### config.mk
export PLATFORM = sky130hd
export DESIGN_NAME = tok_iq_mapper
export DESIGN_NICKNAME = d
export VERILOG_FILES = /design/src/rtl/tok_iq_mapper.sv
export SDC_FILE = /design/constraint.sdc
export NUM_CORES = 1
export LEC_CHECK = 0
export ABC_CLOCK_PERIOD_IN_PS = 1800
export BUFFER_PORTS_ARGS = -buffer_cell sky130_fd_sc_hd__buf_2
export CAP_MARGIN = 0
export CORE_MARGIN = 2
export CORE_UTILIZATION = 25
export CTS_CLUSTER_SIZE = 10
export DETAILED_ROUTE_END_ITERATION = 16
export GPL_TIMING_DRIVEN = 0
export PLACE_DENSITY = 0.46
export SLEW_MARGIN = 5
export SYNTH_ARGS = -nofsm -noshare
export SYNTH_HDL_FRONTEND = slang
export SYNTH_SLANG_ARGS = --single-unit
### constraint.sdc
create_clock -name clk -period 1.8 [get_ports clk]
set_clock_uncertainty 0.15 [all_clocks]
set_input_delay 0 -clock clk [delete_from_list [all_inputs] [get_ports clk]]
set_output_delay 0 -clock clk [all_outputs]
set_load 0.02 [all_outputs]
### src/rtl/tok_iq_mapper.sv
module tok_iq_mapper #(
  parameter int WORD_W       = 8,
  parameter int AMP_W        = 8,
  parameter bit STRIP_TOKENS = 1'b0
) (
  input  logic                    clk,
  input  logic                    rst_n,
  input  logic                    in_valid,
  output logic                    in_ready,
  input  logic                    in_is_ctrl,
  input  logic [WORD_W-1:0]       in_word,
  input  logic                    reconf_ack,
  output logic                    out_valid,
  input  logic                    out_ready,
  output logic                    out_is_tok,
  output logic [WORD_W-1:0]       out_tok,
  output logic signed [AMP_W-1:0] out_i,
  output logic signed [AMP_W-1:0] out_q
);
  localparam logic signed [AMP_W-1:0] AMP  = AMP_W'((1 << (AMP_W-1)) - 1);
  localparam logic signed [AMP_W-1:0] NAMP = -AMP;
  localparam logic [WORD_W-1:0] OP_BPSK  = WORD_W'(0);
  localparam logic [WORD_W-1:0] OP_QPSK  = WORD_W'(1);
  localparam logic [WORD_W-1:0] OP_ABORT = WORD_W'(2);

  logic mode_q, half_v, half_b, abort_pend;
  logic slot_free, take;
  logic emit, emit_tok;
  logic signed [AMP_W-1:0] emit_i, emit_q;

  function automatic logic signed [AMP_W-1:0] amp_of(input logic b);
    return b ? NAMP : AMP;
  endfunction

  assign slot_free = !out_valid || out_ready;
  assign in_ready  = slot_free && !(abort_pend && !in_is_ctrl);
  assign take      = in_valid && in_ready;

  always_comb begin
    emit     = 1'b0;
    emit_tok = 1'b0;
    emit_i   = '0;
    emit_q   = '0;
    if (!in_is_ctrl) begin
      if (!mode_q) begin
        emit   = 1'b1;
        emit_i = amp_of(in_word[0]);
      end else if (half_v) begin
        emit   = 1'b1;
        emit_i = amp_of(half_b);
        emit_q = amp_of(in_word[0]);
      end
    end else if (in_word == OP_BPSK || in_word == OP_QPSK) begin
      emit   = half_v;
      emit_i = amp_of(half_b);
    end else begin
      emit     = !STRIP_TOKENS;
      emit_tok = 1'b1;
    end
  end

  always_ff @(posedge clk) begin
    if (!rst_n) begin
      mode_q     <= 1'b0;
      half_v     <= 1'b0;
      half_b     <= 1'b0;
      abort_pend <= 1'b0;
      out_valid  <= 1'b0;
      out_is_tok <= 1'b0;
      out_tok    <= '0;
      out_i      <= '0;
      out_q      <= '0;
    end else begin
      if (out_valid && out_ready) out_valid <= 1'b0;
      if (reconf_ack) abort_pend <= 1'b0;
      if (take) begin
        if (emit) begin
          out_valid  <= 1'b1;
          out_is_tok <= emit_tok;
          out_tok    <= emit_tok ? in_word : '0;
          out_i      <= emit_i;
          out_q      <= emit_q;
        end
        if (!in_is_ctrl) begin
          if (mode_q && !half_v) begin
            half_v <= 1'b1;
            half_b <= in_word[0];
          end else begin
            half_v <= 1'b0;
          end
        end else if (in_word == OP_BPSK || in_word == OP_QPSK) begin
          half_v <= 1'b0;
          mode_q <= (in_word == OP_QPSK);
        end else if (in_word == OP_ABORT) begin
          half_v     <= 1'b0;
          abort_pend <= 1'b1;
        end
      end
    end
  end

  p_hold_r10: assert property (@(posedge clk) disable iff (!rst_n)
    out_valid && !out_ready |=> out_valid && $stable({out_is_tok, out_tok, out_i, out_q}));

  p_no_take_stall_r10: assert property (@(posedge clk) disable iff (!rst_n)
    out_valid && !out_ready |-> !in_ready);

  p_amp_r3: assert property (@(posedge clk) disable iff (!rst_n)
    out_valid && !out_is_tok |-> (out_i == AMP || out_i == NAMP));

  p_tok_zero_r9: assert property (@(posedge clk) disable iff (!rst_n)
    out_valid && out_is_tok |-> (out_i == '0 && out_q == '0));

  p_block_data_r8: assert property (@(posedge clk) disable iff (!rst_n)
    abort_pend && in_valid && !in_is_ctrl |-> !in_ready);

  p_release_r8: assert property (@(posedge clk) disable iff (!rst_n)
    reconf_ack && !(take && in_is_ctrl && in_word == OP_ABORT) |=> !abort_pend);

  p_bpsk_q0_r3: assert property (@(posedge clk) disable iff (!rst_n)
    take && !in_is_ctrl && !mode_q |=> out_valid && out_q == '0);

  if (STRIP_TOKENS) begin : g_strip
    p_strip_r11: assert property (@(posedge clk) disable iff (!rst_n)
      out_valid |-> !out_is_tok);
  end else begin : g_fwd
    p_abort_fwd_r7: assert property (@(posedge clk) disable iff (!rst_n)
      take && in_is_ctrl && in_word == OP_ABORT |=> out_valid && out_is_tok && out_tok == OP_ABORT);
  end
endmodule

==> metrics.md <==
| Metric | Value |
|---|---|
| Status | finished clean |
| Root Buffer Master | clkbuf_8 |
| Number of flops mapped to enable cells by yosys | 0 |
| R2r setup slk | 0.12 ns |
| # IOs | 41 |
| Clock slew at reported path FFs | 0.08 ns |
| Initial antenna violation count | 0 |
| Drt pass-1 iters | 4 |
| Critical path's top delay family | buffers and inverters |
| Final hold vios | 0 |
| Synth cell count leaders | dfxtp_1, buf_4, a22o_1, a21oi_1 |
| Switching pwr | 0.000280 W |
| Final instance area | 0.00153 sq mm |
| Worst rel slew slack | 0.600 |
| Max Root-Sink Buffers | 2 |
| Share of synthesized registers carrying an async set or reset | 0 |
| CTS sink cnt | 20 |
| Worst Path Required | 1.80 ns |
| Kind of critical path | in -> reg |
| Setup violations, final | 0 |
| Sw Ratio | 0.249 |
| Pleak | 0.689 nW |
| Slowest stage delay, CP | 0.54 ns |
| CP Cell Sequence | dlygate4sd3_1 -> buf_2 -> or4_4 -> nor2_4 -> a311oi_4 -> o221a_1 |
| Sequential share of the synthesized area | 0.378 |
| Most instantiated library cell after synthesis | dfxtp_1 |
| Worst IR Drop VDD | 0.451 mV |
| Congestion Overflow GR | 0 |
| Placed inst area | 0.00132 sq mm |
| Port buffer count | 39 |
| Combinational Power Share | 0.177 |
| Seq cells post-synth | 20 |
| CTS buffer count | 3 |
| Worst slack, placed | 0.110 ns |
| Slowest-stage cell, CP | dlygate4sd3_1 |
| Synth unique cells | 39 |
| Unrepaired setup endpoints after global routing | true |
| Max-Cap Viols | 0 |
| Nets | 172 |
| Initial Util | 0.263 |
| Post-Syn Nets | 115 |
| Worst hold margin | 0.0460 ns |
| Register share of total power | 0.415 |
| Clock power share | 0.408 |
| Htree depth | 1 |
| Mapped Area | 0.00106 sq mm |
| DRT antenna net count | 0 |
| Slew Limit Fails | 0 |
| TritonCTS clock tree | yes |
| Filler cells | 407 |
| Via count | 957 |
| Critical Path End Type | register |
| Post-Route WL | 2670 um |
| Post-route DRC | 0 |
| Die ar. | 0.00477 sq mm |
| Worst-Skew Late Latency | 0.26 ns |
| CP Launch Type | input port |
| Die Height | 69.1 um |
| Critical path buffers and inverters | 2 |
| Area leader, netlist | dfxtp_1 |
| Largest net degree at the start of global routing | 13 |
| Vias in the first global route | 983 |
| Core area | 0.00403 sq mm |
| Tightest Pin Transition | 0.597 ns |
| Layout Cells excl Fill | 207 |
| Initial DRC count | 50 |
| Row count | 23 |
| Final worst slack | 0.0569 ns |
| Die width | 69.1 um |
| Routed WL per cell | 12.9 um |
| Area grow syn2layout | 44.6% |
| GRT Overall Usage | 0.117 |
| Main synth FF type | dfxtp_1 |
| Post-Synthesis Cells | 101 |
| First-pass GRT wire length | 4690 um |
| Final Wtd Congestion | 0.744 |
| PwrDens | 735 mW/mm^2 |
| Top post-synthesis cells by area | dfxtp_1, a22o_1, buf_4 |
| Final Cycle Share | 0.968 |
| Share of the synthesized area in the top cell type | 0.378 |
| Via/cell ratio | 4.62 |
| Layout cell share with drive strength beyond 1 | 0.478 |
| Max Fclk | 574 MHz |
| Synthesis Warnings | 0 |
| Dpl hpwl | 1980 um |
| Pint | 0.000845 W |
| Critical path arrival | 1.75 ns |
| # placed instances | 190 |
| Post-route minimum period | 1.74 ns |
| Post-Syn Area per Cell | 10.5 sq um |
| Worst Path Max Fanout | 4 |
| Ant diodes | 0 |
| Hold Crit Class | in -> reg |
==> power by group through the flow <==
stage / combinational, W / clock (W) / sequential (W)
final: 0.000199 / 0.000459 / 0.000467
after floorplan: 0.0000972 / 0 / 0.000497
after global placement: 0.000176 / 0 / 0.000477
after detailed placement: 0.000177 / 0 / 0.000478
after CTS: 0.000198 / 0.000471 / 0.000468
after global routing: 0.000216 / 0.000489 / 0.000470
==> routing by layer <==
layer	share of wire	up-vias	track usage	routed length, um
met4	0.0049	0	0.0240	13
met3	0.071	2	0.0424	188
met5	0	-	0	0
met1	0.48	435	0.155	1270
met2	0.45	39	0.184	1190
li1	-	481	-	-
==> cells by family after synthesis <==
| family | Yosys count | synth area share |
|---|---|---|
| flip-flops | 20 | 0.378 |
| buffers and inverters | 18 | 0.113 |
| multiplexers | 1 | 0.00946 |
| AND/OR/NAND/NOR | 30 | 0.230 |
| AO/OA/AOI/OAI | 32 | 0.268 |
==> cell type report <==
type | count | area [sq um] | share of cell area
multi-input cells | 63 | 552 | 0.361
flip-flops and latches | 20 | 400 | 0.262
repair buffers | 52 | 323 | 0.211
plain buffers | 13 | 103 | 0.0670
well taps | 50 | 62.6 | 0.0409
clock buffers | 3 | 41.3 | 0.0270
clock inverters | 1 | 30.0 | 0.0196
inverters | 5 | 18.8 | 0.0123
==> registers in the layout (all words and copies together) (netlist names) <==
register,count
out_tok,8
out_i,3
out_q,3
abort_pend,1
half_b,1
half_v,1
mode_q,1
out_is_tok,1
out_valid,1
==> worst reg2reg max path, cell delays in order (launching register included) <==
cell	delay, ns
dfxtp_1	0.40
or2b_4	0.32
nor4b_4	0.15
a221oi_2	0.29
buf_6	0.19
a22o_1	0.13
==> final timing paths <==
| kind | cells past startpoint | start | to |
|---|---|---|---|
| worst min-delay path | 5 | in_word[2] | mode_q |
| worst max-delay path | 6 | in_word[5] | out_i[0] |
| worst min register to register | 1 | out_is_tok | out_is_tok |
| worst max register to register | 5 | mode_q | out_tok[0] |
==> cell usage in the layout, fill, tap and decap left out, types with 2 or more instances in the layout <==
master / count
nand3b_1: 2
nand2b_1: 2
a22o_1: 9
clkbuf_8: 3
or3_1: 2
buf_6: 2
nor2b_4: 2
o21ai_1: 2
o21ai_0: 2
nor2_1: 4
nand3_1: 2
buf_2: 39
nor3_2: 3
o21a_1: 2
dfxtp_1: 20
a221oi_2: 3
buf_4: 11
nand2_1: 3
a21oi_1: 6
dlygate4sd3_1: 12
inv_1: 4
==> through the flow <==
stage          setup TNS, ns  total power [W]   util
6_report                   0          0.00113  0.380
5_1_grt             -0.00817          0.00118  0.380
4_1_cts                    0          0.00114  0.374
3_5_place_dp               0         0.000655  0.327
3_3_place_gp               0         0.000653  0.327
2_1_floorplan              0         0.000594      -
==> what timing repair did <==
item / CTS / global route
hold endpoints to repair: 16 / 0
resized for setup: 0 / 4
hold buffers: 12 / 0
buffers inserted: 0 / 1
setup endpoints to repair: 0 / 12
Power figures use the tool's default switching activity.
